===== config.mk =====
export PLATFORM = sky130hd
export DESIGN_NAME = cmd_chain_engine
export DESIGN_NICKNAME = d
export VERILOG_FILES = /design/src/rtl/cce_pkg.sv /design/src/rtl/cce_sema.sv /design/src/rtl/cce_decode.sv /design/src/rtl/cmd_chain_engine.sv
export SDC_FILE = /design/constraint.sdc
export NUM_CORES = 1
export LEC_CHECK = 0
export BUFFER_PORTS_ARGS = -buffer_cell sky130_fd_sc_hd__buf_2
export CORE_MARGIN = 3
export CORE_UTILIZATION = 30
export CTS_BUF_LIST = sky130_fd_sc_hd__clkbuf_4 sky130_fd_sc_hd__clkbuf_8
export DETAILED_ROUTE_END_ITERATION = 8
export PLACE_DENSITY = 0.54
export SETUP_SLACK_MARGIN = 0.15
export SLEW_MARGIN = 40
export SYNTH_ARGS = -nofsm -noshare
export SYNTH_HDL_FRONTEND = slang
export SYNTH_HIERARCHICAL = 1
export SYNTH_SLANG_ARGS = --single-unit

===== constraint.sdc =====
create_clock -name clk -period 4.6 [get_ports clk]
set_clock_uncertainty 0.1 [all_clocks]
set_input_delay 0.69 -clock clk [delete_from_list [all_inputs] [get_ports clk]]
set_output_delay 0.69 -clock clk [all_outputs]
set_load 0.02 [all_outputs]

===== src/rtl/cce_pkg.sv =====
`timescale 1ns/1ps
package cce_pkg;
    localparam int CB_CHAIN = 2;
    localparam int CB_IRQ   = 3;
    localparam int CB_DEC   = 6;
    localparam int CB_WAIT  = 7;
    localparam int CB_PIO_L = 12;

    localparam logic [1:0] CMD_NONE  = 2'd0;
    localparam logic [1:0] CMD_TOMEM = 2'd1;
    localparam logic [1:0] CMD_FRMEM = 2'd2;

    typedef enum logic [2:0] {
        ST_IDLE,
        ST_HDR,
        ST_PIO,
        ST_XRD,
        ST_XIN,
        ST_XWR,
        ST_WAITE,
        ST_DONE
    } cce_state_e;
endpackage


===== src/rtl/cce_sema.sv =====
`timescale 1ns/1ps
module cce_sema #(
    parameter int SEMW = 8
) (
    input  logic            clk,
    input  logic            rst_n,
    input  logic            inc,
    input  logic            dec,
    output logic [SEMW-1:0] count,
    output logic            nonzero
);
    localparam logic [SEMW-1:0] TOP = '1;

    always_ff @(posedge clk or negedge rst_n) begin
        if (!rst_n) begin
            count <= '0;
        end else if (inc && !dec && count != TOP) begin
            count <= count + 1'b1;
        end else if (dec && !inc && count != '0) begin
            count <= count - 1'b1;
        end
    end

    assign nonzero = (count != '0);
endmodule


===== src/rtl/cce_decode.sv =====
`timescale 1ns/1ps
module cce_decode import cce_pkg::*; #(
    parameter int MAX_BYTES = 16'hFF00,
    parameter int WCW       = 14
) (
    input  logic [15:0]    ctrl,
    input  logic [15:0]    bytes,
    output logic           mv_frmem,
    output logic           mv_tomem,
    output logic           chain,
    output logic           irq_en,
    output logic           dec_en,
    output logic           wait_end,
    output logic [3:0]     pio_n,
    output logic [WCW-1:0] words,
    output logic           over_limit
);
    logic [16:0] byte_sum;
    logic        unused_bits;

    assign mv_frmem   = (ctrl[1:0] == CMD_FRMEM);
    assign mv_tomem   = (ctrl[1:0] == CMD_TOMEM);
    assign chain      = ctrl[CB_CHAIN];
    assign irq_en     = ctrl[CB_IRQ];
    assign dec_en     = ctrl[CB_DEC];
    assign wait_end   = ctrl[CB_WAIT];
    assign pio_n      = ctrl[CB_PIO_L +: 4];
    assign byte_sum   = {1'b0, bytes} + 17'd3;
    assign words      = WCW'(byte_sum >> 2);
    assign over_limit = ({16'd0, bytes} > 32'(MAX_BYTES));
    assign unused_bits = ^{ctrl[11:8], ctrl[5:4]};
endmodule


===== src/rtl/cmd_chain_engine.sv =====
`timescale 1ns/1ps
module cmd_chain_engine import cce_pkg::*; #(
    parameter int AW        = 32,
    parameter int SEMW      = 8,
    parameter int MAX_BYTES = 16'hFF00
) (
    input  logic            clk,
    input  logic            rst_n,
    input  logic [AW-1:0]   start_ptr,
    input  logic            sem_inc,
    output logic [SEMW-1:0] sem_count,
    output logic            sem_dec,
    output logic            mem_rd_req,
    output logic [AW-1:0]   mem_rd_addr,
    input  logic            mem_rd_valid,
    input  logic [31:0]     mem_rd_data,
    input  logic            mem_rd_err,
    output logic            mem_wr_req,
    output logic [AW-1:0]   mem_wr_addr,
    output logic [31:0]     mem_wr_data,
    input  logic            mem_wr_ack,
    output logic            pio_wr,
    output logic [3:0]      pio_idx,
    output logic [31:0]     pio_data,
    output logic            per_out_valid,
    output logic [31:0]     per_out_data,
    output logic            per_in_req,
    input  logic            per_in_valid,
    input  logic [31:0]     per_in_data,
    input  logic            per_end,
    output logic            irq,
    output logic            fault
);
    localparam int WCW = $clog2((MAX_BYTES + 3) / 4 + 1);
    localparam logic [AW-1:0] PIO_OFS = AW'(12);

    cce_state_e     st, st_nx, data_nx, fin_nx;
    logic [AW-1:0]  ptr, nxt_ptr, buf_addr;
    logic [15:0]    ctrl, bytes;
    logic [3:0]     widx;
    logic [WCW-1:0] cnt;
    logic [31:0]    data_q;
    logic           sem_nz;

    logic           d_frmem, d_tomem, d_chain, d_irq, d_dec, d_wait, d_over;
    logic [3:0]     d_pio_n;
    logic [WCW-1:0] d_words;
    logic           rd_ok, rd_bad, cnt_last, pio_last, hdr_last;

    cce_sema #(.SEMW(SEMW)) u_sema (
        .clk     (clk),
        .rst_n   (rst_n),
        .inc     (sem_inc),
        .dec     (sem_dec),
        .count   (sem_count),
        .nonzero (sem_nz)
    );

    cce_decode #(.MAX_BYTES(MAX_BYTES), .WCW(WCW)) u_dec (
        .ctrl       (ctrl),
        .bytes      (bytes),
        .mv_frmem   (d_frmem),
        .mv_tomem   (d_tomem),
        .chain      (d_chain),
        .irq_en     (d_irq),
        .dec_en     (d_dec),
        .wait_end   (d_wait),
        .pio_n      (d_pio_n),
        .words      (d_words),
        .over_limit (d_over)
    );

    assign rd_ok    = mem_rd_valid && !mem_rd_err;
    assign rd_bad   = mem_rd_valid && mem_rd_err;
    assign cnt_last = (cnt == d_words - WCW'(1));
    assign pio_last = (widx == d_pio_n - 4'd1);
    assign hdr_last = (widx == 4'd2);

    // where a command goes once its header or register words are done
    always_comb begin
        fin_nx = d_wait ? ST_WAITE : ST_DONE;
        if (d_frmem && d_words != '0) begin
            data_nx = ST_XRD;
        end else if (d_tomem && d_words != '0) begin
            data_nx = ST_XIN;
        end else begin
            data_nx = fin_nx;
        end
    end

    // next-state logic
    always_comb begin
        st_nx = st;
        unique case (st)
            ST_IDLE:  if (sem_nz) st_nx = ST_HDR;
            ST_HDR: begin
                if (rd_bad) begin
                    st_nx = ST_IDLE;
                end else if (rd_ok && hdr_last) begin
                    if (d_over)                st_nx = ST_IDLE;
                    else if (d_pio_n != 4'd0)  st_nx = ST_PIO;
                    else                       st_nx = data_nx;
                end
            end
            ST_PIO: begin
                if (rd_bad)                    st_nx = ST_IDLE;
                else if (rd_ok && pio_last)    st_nx = data_nx;
            end
            ST_XRD: begin
                if (rd_bad)                    st_nx = ST_IDLE;
                else if (rd_ok && cnt_last)    st_nx = fin_nx;
            end
            ST_XIN:   if (per_in_valid) st_nx = ST_XWR;
            ST_XWR:   if (mem_wr_ack) st_nx = cnt_last ? fin_nx : ST_XIN;
            ST_WAITE: if (per_end) st_nx = ST_DONE;
            ST_DONE:  st_nx = d_chain ? ST_HDR : ST_IDLE;
        endcase
    end

    // state register
    always_ff @(posedge clk or negedge rst_n) begin
        if (!rst_n) st <= ST_IDLE;
        else        st <= st_nx;
    end

    // datapath registers
    always_ff @(posedge clk or negedge rst_n) begin
        if (!rst_n) begin
            ptr      <= '0;
            nxt_ptr  <= '0;
            buf_addr <= '0;
            ctrl     <= '0;
            bytes    <= '0;
            widx     <= '0;
            cnt      <= '0;
            data_q   <= '0;
            fault    <= 1'b0;
        end else begin
            unique case (st)
                ST_IDLE: begin
                    if (sem_nz) begin
                        ptr  <= start_ptr;
                        widx <= '0;
                    end
                end
                ST_HDR: begin
                    if (rd_bad) begin
                        fault <= 1'b1;
                    end else if (rd_ok) begin
                        unique case (widx)
                            4'd0:    nxt_ptr <= AW'(mem_rd_data);
                            4'd1: begin
                                ctrl  <= mem_rd_data[15:0];
                                bytes <= mem_rd_data[31:16];
                            end
                            default: buf_addr <= AW'(mem_rd_data);
                        endcase
                        widx <= hdr_last ? 4'd0 : widx + 4'd1;
                        cnt  <= '0;
                        if (hdr_last && d_over) fault <= 1'b1;
                    end
                end
                ST_PIO: begin
                    if (rd_bad)     fault <= 1'b1;
                    else if (rd_ok) widx <= widx + 4'd1;
                end
                ST_XRD: begin
                    if (rd_bad)     fault <= 1'b1;
                    else if (rd_ok) cnt <= cnt + WCW'(1);
                end
                ST_XIN:   if (per_in_valid) data_q <= per_in_data;
                ST_XWR:   if (mem_wr_ack) cnt <= cnt + WCW'(1);
                ST_WAITE: ;
                ST_DONE: begin
                    if (d_chain) begin
                        ptr  <= nxt_ptr;
                        widx <= '0;
                    end
                end
            endcase
        end
    end

    // outputs
    always_comb begin
        mem_rd_req    = 1'b0;
        mem_rd_addr   = '0;
        mem_wr_req    = 1'b0;
        pio_wr        = 1'b0;
        per_out_valid = 1'b0;
        per_in_req    = 1'b0;
        irq           = 1'b0;
        sem_dec       = 1'b0;
        unique case (st)
            ST_IDLE: ;
            ST_HDR: begin
                mem_rd_req  = 1'b1;
                mem_rd_addr = ptr + AW'({widx, 2'b00});
            end
            ST_PIO: begin
                mem_rd_req  = 1'b1;
                mem_rd_addr = ptr + PIO_OFS + AW'({widx, 2'b00});
                pio_wr      = rd_ok;
            end
            ST_XRD: begin
                mem_rd_req    = 1'b1;
                mem_rd_addr   = buf_addr + AW'({cnt, 2'b00});
                per_out_valid = rd_ok;
            end
            ST_XIN:   per_in_req = 1'b1;
            ST_XWR:   mem_wr_req = 1'b1;
            ST_WAITE: ;
            ST_DONE: begin
                irq     = d_irq;
                sem_dec = d_dec;
            end
        endcase
    end

    assign mem_wr_addr  = buf_addr + AW'({cnt, 2'b00});
    assign mem_wr_data  = data_q;
    assign pio_idx      = widx;
    assign pio_data     = mem_rd_data;
    assign per_out_data = mem_rd_data;
endmodule


==> impl_metrics.csv, run 1 <==
group,metric,value,unit
synth,synth_cells,1269,
job,drv_cap,0,
sta,tightest_slew,742,ps
drt,viasPerCell,5.19,
placed_design,io_buffers,283,
cells_and_area,area_growth,16.7,%
synth,yosysWarnings,6,
pwr,power_density,706,nW/µm²
placed_design,dpl.hpwl,30700,µm
global_route,grt_max_degree,102,
clock_network,htreeDepth,4,
cells_and_area,nFillCells,4126,
global_route,antenna_found_initial,1,
sta,hold_viol_final,0,
clock_network,clock_latency,500,ps
cells_and_area,final_core_util,0.355,
worst_setup_path,path_cells,"inv_1 > ha_1 > inv_1 > ha_1 > fa_1 > nor2b_1 > o21ai_2 > a21oi_2 > nand2_2 > o311a_1 > a211oi_1 > o211ai_1 > buf_2",
run_status,outcome,"complete, no violations",
worst_setup_path,slowest_delay,430,ps
worst_setup_path,critPathKind,"reg -> out",
cells_and_area,final_layout_size_suffix_gt1_frac,0.342,
synth,synthesis.nets,1416,
sta,rsz0062_at_grt,"yes",
floorplanning,num_rows,73,
placed_design,gp_congestion,0.905,
floorplanning,dieArea,43000,µm²
clock_network,numCtsBuffers,17,
drt,wl,40000,µm
clock_network,cts.sinks,184,
worst_setup_path,cp.arrival,3510,ps
hold_path,min_path_type,"in -> async",
floorplanning,ioPinCount,284,
global_route,gr-total-overflow,0,
cells_and_area,layout.nets,1618,
pwr,ir_drop,0.000323,V
sta,max_slew_margin,0.501,
sta,setup_viol,0,
synth,syn-cell-area,12200,µm²
drt,wl_per_cell,19.9,µm
floorplanning,start_util,0.305,
pwr,power_leakage,6.62,nW
worst_setup_path,path_max_fanout,8,
global_route,grt_pass1_wl,61400,µm
clock_network,clk_pin_slew,110,ps
worst_setup_path,slowest_stage,"dfrtp_1",
drt,drc,0,
drt,initialDrtViolationCount,684,
clock_network,clk_path_buf_depth,2,
floorplanning,core,39900,µm²
cells_and_area,multi_input_area,6740,µm²
sta,fin_crit,4300,ps
worst_setup_path,start_kind,"register",
floorplanning,die_w,207,µm
worst_setup_path,end_kind,"primary output",
sta,timing.fmax,0.233,GHz
cells_and_area,regArea,4610,µm²
clock_network,cts_tree,"done",
sta,finalSetupTns,0,ps
floorplanning,die-height,207,µm
synth,avgSynthCellArea,9.58,µm²
global_route,grt_pass1_vias,10100,
clock_network,cts.root.buffer_cell,"clkbuf_8",
worst_setup_path,required,3810,ps
sta,slew_viol_final,0,
drt,dr.pass1.iters,5,
global_route,track_usage,0.183,
drt,vias,10400,
sta,final.period_utilization,0.934,
drt,ant_nets,0,
==> area by class of cell <==
type	count	share of cell area
multi-input combinational	919	0.476
sequential	184	0.325
timing repair buffer	309	0.115
tap	525	0.0463
clock buffer	22	0.0209
inverter	40	0.0106
clock inverter	10	0.00653
antenna	1	0.000176
==> registers in the layout (all words and copies together), names as in the netlist <==
signal	count
fault	1
st	3
cnt	14
nxt_ptr	32
mem_wr_data	32
ctrl	10
ptr	32
buf_addr	32
pio_idx	4
u_sema/count	8
bytes	16
==> routing by layer <==
metal,GRT usage,vias to the layer above,routed length (µm)
met5,0,-,0
met4,0.0559,0,978
met3,0.0325,39,2350
met2,0.288,376,18300
met1,0.256,5093,18300
li1,-,4925,-
==> worst max-delay path: cells and delay by family, from the launching register on <==
kind / cells / cell delay (ps)
AO/OA/AOI/OAI: 5 / 1210
adder cells (fa/ha/maj): 3 / 690
buffers and inverters: 3 / 330
flip-flops: 1 / 430
AND/OR/NAND/NOR: 2 / 340
==> stage by stage <==
stage	std cells	setup slack, ps	area [µm²]	hold slack [ps]	power, mW
5_1_grt	2010	113	14200	46.0	10.8
6_report	2010	304	14200	30.8	10.0
3_5_place_dp	1976	605	13700	357	8.87
4_1_cts	2008	131	14100	29.9	10.0
3_3_place_gp	1976	460	13700	348	8.79
2_1_floorplan	1269	754	12200	294	6.98
==> report_power, final <==
| group | switching (mW) | leakage [nW] | internal, mW |
|---|---|---|---|
| Combinational | 3.52 | 4.09 | 2.28 |
| Clock | 0.623 | 0.203 | 0.494 |
| Sequential | 0.747 | 2.32 | 2.35 |
| Total | 4.89 | 6.62 | 5.12 |
==> placed cells by master (no fill, tap or decap), drive strengths merged, types with 8 or more instances in the layout <==
cell / n
buf: 308
dfrtp: 184
mux2: 124
nand2: 101
o21ai: 87
nor2: 77
a21oi: 54
xnor2: 44
inv: 42
nand3: 40
ha: 38
xor2: 35
mux2i: 35
nor3: 30
nand4: 26
a21o: 23
clkbuf: 23
nor4: 14
nand2b: 13
a31oi: 12
a211oi: 12
a221o: 12
nor2b: 9
o31ai: 9
and3: 8
o21bai: 8
and2: 8
==> final timing paths <==
check                           cells past startpoint  slack [ps]               to           start
worst max-delay path                               13         300  mem_rd_addr[29]          ptr[3]
worst min-delay path                                1          30  u_sema/count[0]           rst_n
worst max register to register                     13         890            st[0]        bytes[2]
worst min register to register                      1         380            fault           fault
max in group asynchronous                           2        3510     buf_addr[27]           rst_n
min in group clk                                    2         310   mem_wr_data[0]  per_in_data[0]
==> what timing repair did <==
action | in CTS | in global routing
gates resized for setup | 6 | 14
endpoints found under the setup margin | 7 | 15
hold buffers | 0 | 0
buffers inserted | 0 | 1
hold endpoints to repair | 0 | 0
pin swaps | 0 | 1
(Power assumes the default switching activity.)
==> inputs of run 2 (changes only) <==
==> constraint.sdc (replaced) <==
create_clock -name clk -period 4.6 [get_ports clk]
set_clock_uncertainty 0.1 [all_clocks]
set_input_delay 0.69 -clock clk [delete_from_list [all_inputs] [get_ports clk]]
set_output_delay 0.69 -clock clk [all_outputs]
set_load 0.005 [all_outputs]
==> run 2 against run 1 <==
- hold slack better by 79 ps
- clock-buffer cell count down 5
- non-clock buffer count down 5
- highest routed layer unchanged
- critical path depth down 1
- clock power up 5%
- final cell count down 0.25%
- cell area down 0.13%
- combinational power down 13%
- sequential power about the same
- setup slack better by 30 ps
- global-route usage down 0.37 points
- fmax up 0.70%
- largest power group unchanged
==> impl_metrics.csv, run 2 (synthesis gave the netlist of run 1 again) <==
group,metric,value,unit
global_route,grt_pass1_wl,60200,µm
drt,wl_met3,2580,µm
global_route,antenna_found_initial,2,
sta,timing.final.ws_setup,335,ps
pwr,ir_drop,0.000273,V
cells_and_area,final_core_util,0.355,
worst_setup_path,endpoint,"mem_rd_addr[18]",
worst_setup_path,start_kind,"register",
floorplanning,core,39900,µm²
pwr,switchingPower,4.22,mW
sta,rsz0062_at_grt,"yes",
cells_and_area,layout_commonest_cell,"buf_2",
pwr,pwr-share-seq,0.333,
pwr,swShare,0.453,
pwr,comb_power_share,0.539,
sta,fin_crit,4270,ps
cells_and_area,layout.nets,1613,
clock_network,cts.sinks,184,
floorplanning,start_util,0.305,
drt,top_layer_used,"met4",
worst_setup_path,required,3810,ps
floorplanning,num_rows,73,
drt,drc,0,
pwr,power_leakage,6.60,nW
sta,slew_viol_final,0,
placed_design,place_area,13700,µm²
worst_setup_path,cp-startpoint,"cnt[0]",
cells_and_area,nFillCells,4105,
clock_network,cts.root.buffer_cell,"clkbuf_8",
drt,initialDrtViolationCount,697,
worst_setup_path,path_max_fanout,8,
floorplanning,die-height,207,µm
cells_and_area,regArea,4610,µm²
drt,wl,39300,µm
job,drv_cap,0,
worst_setup_path,r2r_cells,12,
hold_path,min_path_type,"in -> async",
run_status,outcome,"complete, no violations",
worst_setup_path,regToRegStartpoint,"bytes[1]",
worst_setup_path,rr_endpoint,"st[0]",
floorplanning,die_w,207,µm
sta,final.period_utilization,0.927,
clock_network,numCtsBuffers,17,
cells_and_area,fin_area,14200,µm²
drt,viasPerCell,5.18,
cells_and_area,area_growth,16.5,%
drt,dr.pass1.iters,5,
global_route,grt_pass1_vias,9976,
clock_network,cts_tree,"done",
drt,met1Wirelength,17800,µm
drt,wl_per_cell,19.6,µm
worst_setup_path,cp.arrival,3480,ps
sta,max_slew_margin,0.475,
pwr,p_clk_frac,0.127,
global_route,track_usage,0.179,
cells_and_area,multi_input_area,6750,µm²
drt,vias,10400,
clock_network,clock_latency,500,ps
worst_setup_path,r2r_slack,760,ps
pwr,internal_power,5.10,mW
global_route,grt_max_degree,93,
drt,ant_nets,0,
drt,routed-wl-met2,17800,µm
floorplanning,dieArea,43000,µm²
sta,hold_viol_final,0,
sta,tightest_slew,782,ps
pwr,power_density,658,nW/µm²
placed_design,dp_worst_setup_slack,386,ps
placed_design,dpl.hpwl,30300,µm
clock_network,clk_path_buf_depth,2,
placed_design,io_buffers,283,
worst_setup_path,critPathKind,"reg -> out",
floorplanning,ioPinCount,284,
sta,finalSetupTns,0,ps
cells_and_area,final_layout_size_suffix_gt1_frac,0.340,
clock_network,cts_hold_buf,0,
cells_and_area,final_cell_mix,"282 x buf_2, 181 x dfrtp_1, 124 x mux2_2",
clock_network,clk_pin_slew,100,ps
sta,setup_viol,0,
sta,timing.fmax,0.234,GHz
worst_setup_path,end_kind,"primary output",
placed_design,gp_congestion,0.867,
global_route,gr-total-overflow,0,
clock_network,htreeDepth,4,
## run 2: changes by cell type in the layout (fill, tap and decap cells not counted), sizes merged
cell / previous run / this run
clkinvlp: 1 / 0
buf: 308 / 304
bufinv: 1 / 2
clkinv: 6 / 4
inv: 42 / 49
clkbuf: 23 / 17
## run 2: per-stage QoR
step | total power, mW | cells | hold WS [ps]
global route | 10.1 | 2005 | 122
detailed placement | 8.11 | 1971 | 356
finish | 9.31 | 2005 | 110
floorplan | 6.28 | 1269 | 294
global placement | 8.04 | 1971 | 348
CTS | 9.34 | 2004 | 157
## run 2: repair_timing
item                       CTS  global route
setup endpoints to repair   16            18
gates resized for setup      6            14
setup buffers                1             0
pin swaps                    1             0
cloned                       0             0
## run 2: area by class of cell
class | instances | area share
repair buffers | 304 | 0.112
multi-input cells | 919 | 0.476
clock inverters | 15 | 0.0127
flip-flops and latches | 184 | 0.325
well taps | 525 | 0.0464
diodes | 1 | 0.000177
inverters | 40 | 0.0106
clock buffers | 17 | 0.0165
## run 2: power groups by stage
stage                     registers, mW  logic [mW]  clock network, mW
final                              3.11        5.02               1.18
after global routing               3.23        5.57               1.29
after CTS                          3.10        5.01               1.23
after detailed placement           3.13        4.98                  0
after global placement             3.11        4.94                  0
after floorplan                    2.87        3.41                  0
## run 2: critical path, stage by stage (launching register included)
cell	delay, ps
dfrtp_2	460
ha_1	230
fa_1	420
a21o_1	200
a21oi_2	200
o21ai_1	120
a221oi_2	270
buf_4	180
o21ai_4	130
nand3_1	130
xnor2_1	100
a221o_1	400
buf_2	140
## run 2: metal layers
layer  GRT usage  vias to the layer above
met5           0                        -
met4      0.0592                        0
met3      0.0391                       50
met2       0.280                      368
met1       0.247                     5055
li1            -                     4920
## run 2: worst min path at each step
| stage | startpoint | slack, ps | end |
|---|---|---|---|
| 2_1_floorplan | rst_n | 290 | buf_addr[0] |
| 3_5_place_dp | fault | 360 | fault |
| 5_1_grt | rst_n | 120 | mem_wr_data[21] |
| 3_3_place_gp | fault | 350 | fault |
| 4_1_cts | rst_n | 160 | mem_wr_data[21] |
| 6_report | rst_n | 110 | mem_wr_data[25] |
==> inputs of run 3 (changes only) <==
--- a/config.mk
+++ b/config.mk
@@ -10,10 +10,10 @@
 export CORE_UTILIZATION = 30
 export CTS_BUF_LIST = sky130_fd_sc_hd__clkbuf_4 sky130_fd_sc_hd__clkbuf_8
 export DETAILED_ROUTE_END_ITERATION = 8
-export PLACE_DENSITY = 0.54
+export GPL_TIMING_DRIVEN = 0
+export PLACE_DENSITY = 0.55
 export SETUP_SLACK_MARGIN = 0.15
 export SLEW_MARGIN = 40
 export SYNTH_ARGS = -nofsm -noshare
 export SYNTH_HDL_FRONTEND = slang
-export SYNTH_HIERARCHICAL = 1
 export SYNTH_SLANG_ARGS = --single-unit
==> run 3 against run 2 <==
- fmax decreased by 1.9%
- synthesized cell count is 3.2% lower
- final cell count rose by 3.6%
- sequential power is essentially flat
- register-to-register slack got worse by 160 ps
- core utilization rose by 2.0 points
- critical endpoint is now mem_rd_addr[15]
- largest cell class unchanged
==> impl_metrics.csv, run 3 <==
group,metric,value,unit
clock_network,clock_latency,500,ps
cells_and_area,nFillCells,4047,
sta,fin_crit,4350,ps
sta,timing.fmax,0.230,GHz
placed_design,place_area,14100,µm²
floorplanning,die_w,205,µm
cells_and_area,multi_input_area,6560,µm²
floorplanning,start_util,0.306,
worst_setup_path,slowest_stage,"fa_1",
synth,ys_seq_elements,184,
sta,hold_viol_final,0,
synth,synthesis.nets,1375,
synth,yosysUniqueCellTypes,70,
cells_and_area,regArea,4610,µm²
cells_and_area,final_cell_mix,"287 x buf_2, 179 x dfrtp_1, 124 x mux2_2",
synth,async_flop_share,1.00,
floorplanning,dieArea,42200,µm²
sta,final.period_utilization,0.945,
run_status,outcome,"complete, no violations",
synth,synth_common_cells,"184 x dfrtp_1, 124 x mux2_2, 104 x nor2_1",
global_route,gr-total-overflow,0,
synth,synth.area.top_cells,"dfrtp_1 39%, mux2_2 12%, buf_4 4.2%",
pwr,power_density,705,nW/µm²
drt,wl_per_cell,19.7,µm
drt,ant_nets,0,
sta,setup_viol,0,
global_route,antenna_found_initial,3,
synth,synthFlopType,"dfrtp_1",
worst_setup_path,regToRegStartpoint,"bytes[0]",
worst_setup_path,path_max_fanout,10,
worst_setup_path,required,3810,ps
drt,viasPerCell,5.12,
global_route,track_usage,0.193,
global_route,grt_pass1_wl,62300,µm
clock_network,cts_tree,"done",
cells_and_area,layout.nets,1691,
pwr,power_leakage,6.80,nW
synth,syn-cell-area,11900,µm²
synth,yosys.area.top_type,"dfrtp_1",
global_route,grt_pass1_vias,10400,
clock_network,clk_path_buf_depth,2,
drt,wl,41000,µm
pwr,ir_drop,0.000343,V
synth,avgSynthCellArea,9.70,µm²
worst_setup_path,r2r_cells,12,
worst_setup_path,critPathKind,"reg -> out",
cells_and_area,area_growth,22.5,%
cells_and_area,fin_area,14600,µm²
floorplanning,ioPinCount,284,
floorplanning,num_rows,72,
synth,synth.most_common_cell,"dfrtp_1",
global_route,grt_max_degree,71,
clock_network,htreeDepth,4,
floorplanning,die-height,205,µm
cells_and_area,layout_commonest_cell,"buf_2",
synth,ys_seq_area_frac,0.386,
worst_setup_path,rr_endpoint,"st[1]",
drt,initialDrtViolationCount,778,
clock_network,cts.root.buffer_cell,"clkbuf_8",
worst_setup_path,start_kind,"register",
synth,synth_cells,1229,
worst_setup_path,r2r_slack,600,ps
placed_design,io_buffers,283,
cells_and_area,final_layout_size_suffix_gt1_frac,0.365,
worst_setup_path,slowest_delay,420,ps
synth,yosysWarnings,0,
worst_setup_path,cp.arrival,3560,ps
hold_path,min_path_type,"in -> reg",
clock_network,cts.sinks,184,
placed_design,dpl.hpwl,32200,µm
clock_network,clk_pin_slew,120,ps
drt,drc,0,
drt,dr.pass1.iters,7,
floorplanning,core,38900,µm²
worst_setup_path,cp-startpoint,"pio_idx[1]",
drt,vias,10600,
synth,synth-edff-count,0,
clock_network,numCtsBuffers,17,
sta,max_slew_margin,0.469,
sta,slew_viol_final,0,
sta,hold-worst-slack,319,ps
cells_and_area,final_core_util,0.375,
worst_setup_path,path_cells,"inv_1 > ha_1 > inv_1 > ha_1 > fa_1 > a21o_1 > a21o_1 > and2_1 > nand2_1 > o22a_1 > buf_6 > nor3_1 > a221o_1 > buf_2",
placed_design,gp_congestion,0.899,
synth,yosysTopAreaCellShare,0.386,
worst_setup_path,endpoint,"mem_rd_addr[15]",
sta,rsz0062_at_grt,"no",
sta,tightest_slew,791,ps
job,drv_cap,0,
worst_setup_path,end_kind,"primary output",
-- run 3: cell types whose count changed in the layout (fill, tap and decap cells not counted), moves of 18 or more --
| cell | before | now |
|---|---|---|
| buf_4 | 21 | 78 |
| clkbuf_1 | 0 | 24 |
| nand2_1 | 99 | 76 |
| nand4_1 | 25 | 7 |
| nor2_1 | 74 | 103 |
-- run 3: area by class of cell --
| type | count | area share |
|---|---|---|
| Multi-Input combinational cell | 901 | 0.449 |
| Clock inverter | 15 | 0.0109 |
| Timing Repair Buffer | 297 | 0.108 |
| Inverter | 26 | 0.00668 |
| Buffer | 118 | 0.0494 |
| Sequential cell | 184 | 0.316 |
| Tap cell | 518 | 0.0444 |
| Clock buffer | 17 | 0.0160 |
| Antenna cell | 2 | 0.000343 |
-- run 3: report_power, final --
group	switching [mW]	internal, mW
clock network	0.702	0.451
registers	0.740	2.36
logic	3.30	2.74
-- run 3: logic make-up after synthesis --
group           after synthesis  synth area share
flops                       184             0.386
xor+xnor                     77            0.0572
compound gates              264             0.143
fa+ha+maj                    42            0.0472
simple gates                358             0.152
mux                         160             0.147
buf+inv                     144            0.0676
-- run 3: metrics by stage --
step | instances | TNS (ps) | worst slack (ps) | power, mW
finish | 2078 | 0 | 252 | 10.3
global route | 2078 | 0 | 135 | 11.1
CTS | 2068 | 0 | 144 | 10.3
detailed placement | 2032 | 0 | 197 | 9.04
global placement | 2030 | -90470 | -516 | 8.92
floorplan | 1229 | 0 | 948 | 6.89
-- run 3: worst min-delay path by stage --
stage | startpoint | endpoint | slack [ps] | cells past startpoint
global route | per_in_data[0] | mem_wr_data[0] | 290 | 2
CTS | per_in_data[20] | mem_wr_data[20] | 280 | 2
detailed placement | fault | fault | 350 | 1
floorplan | rst_n | buf_addr[0] | 290 | 0
finish | per_in_data[27] | mem_wr_data[27] | 320 | 2
global placement | fault | fault | 350 | 1
-- run 3: routing by layer --
layer  wire, µm  vias to the layer above  GRT usage
li1           -                     4971          -
met1      18200                     5282      0.264
met2      19600                      323      0.313
met3       1980                       58     0.0301
met4       1150                        0     0.0620
met5          0                        -          0
-- run 3: timing repair --
action	in CTS	in global routing
setup endpoints to repair	30	20
buffers inserted	3	8
hold endpoints to repair	46	0
pin swaps	1	6
hold buffers	1	0
gates resized for setup	12	14
-- run 3: worst max-delay path: cells and delay by family (launching register included) --
family                     cells  cell delay (ps)
buffers and inverters          4              440
and+or+nand+nor                3              390
AOI/OAI and AO/OA              4              850
DFF                            1              390
adders and majority gates      3              970
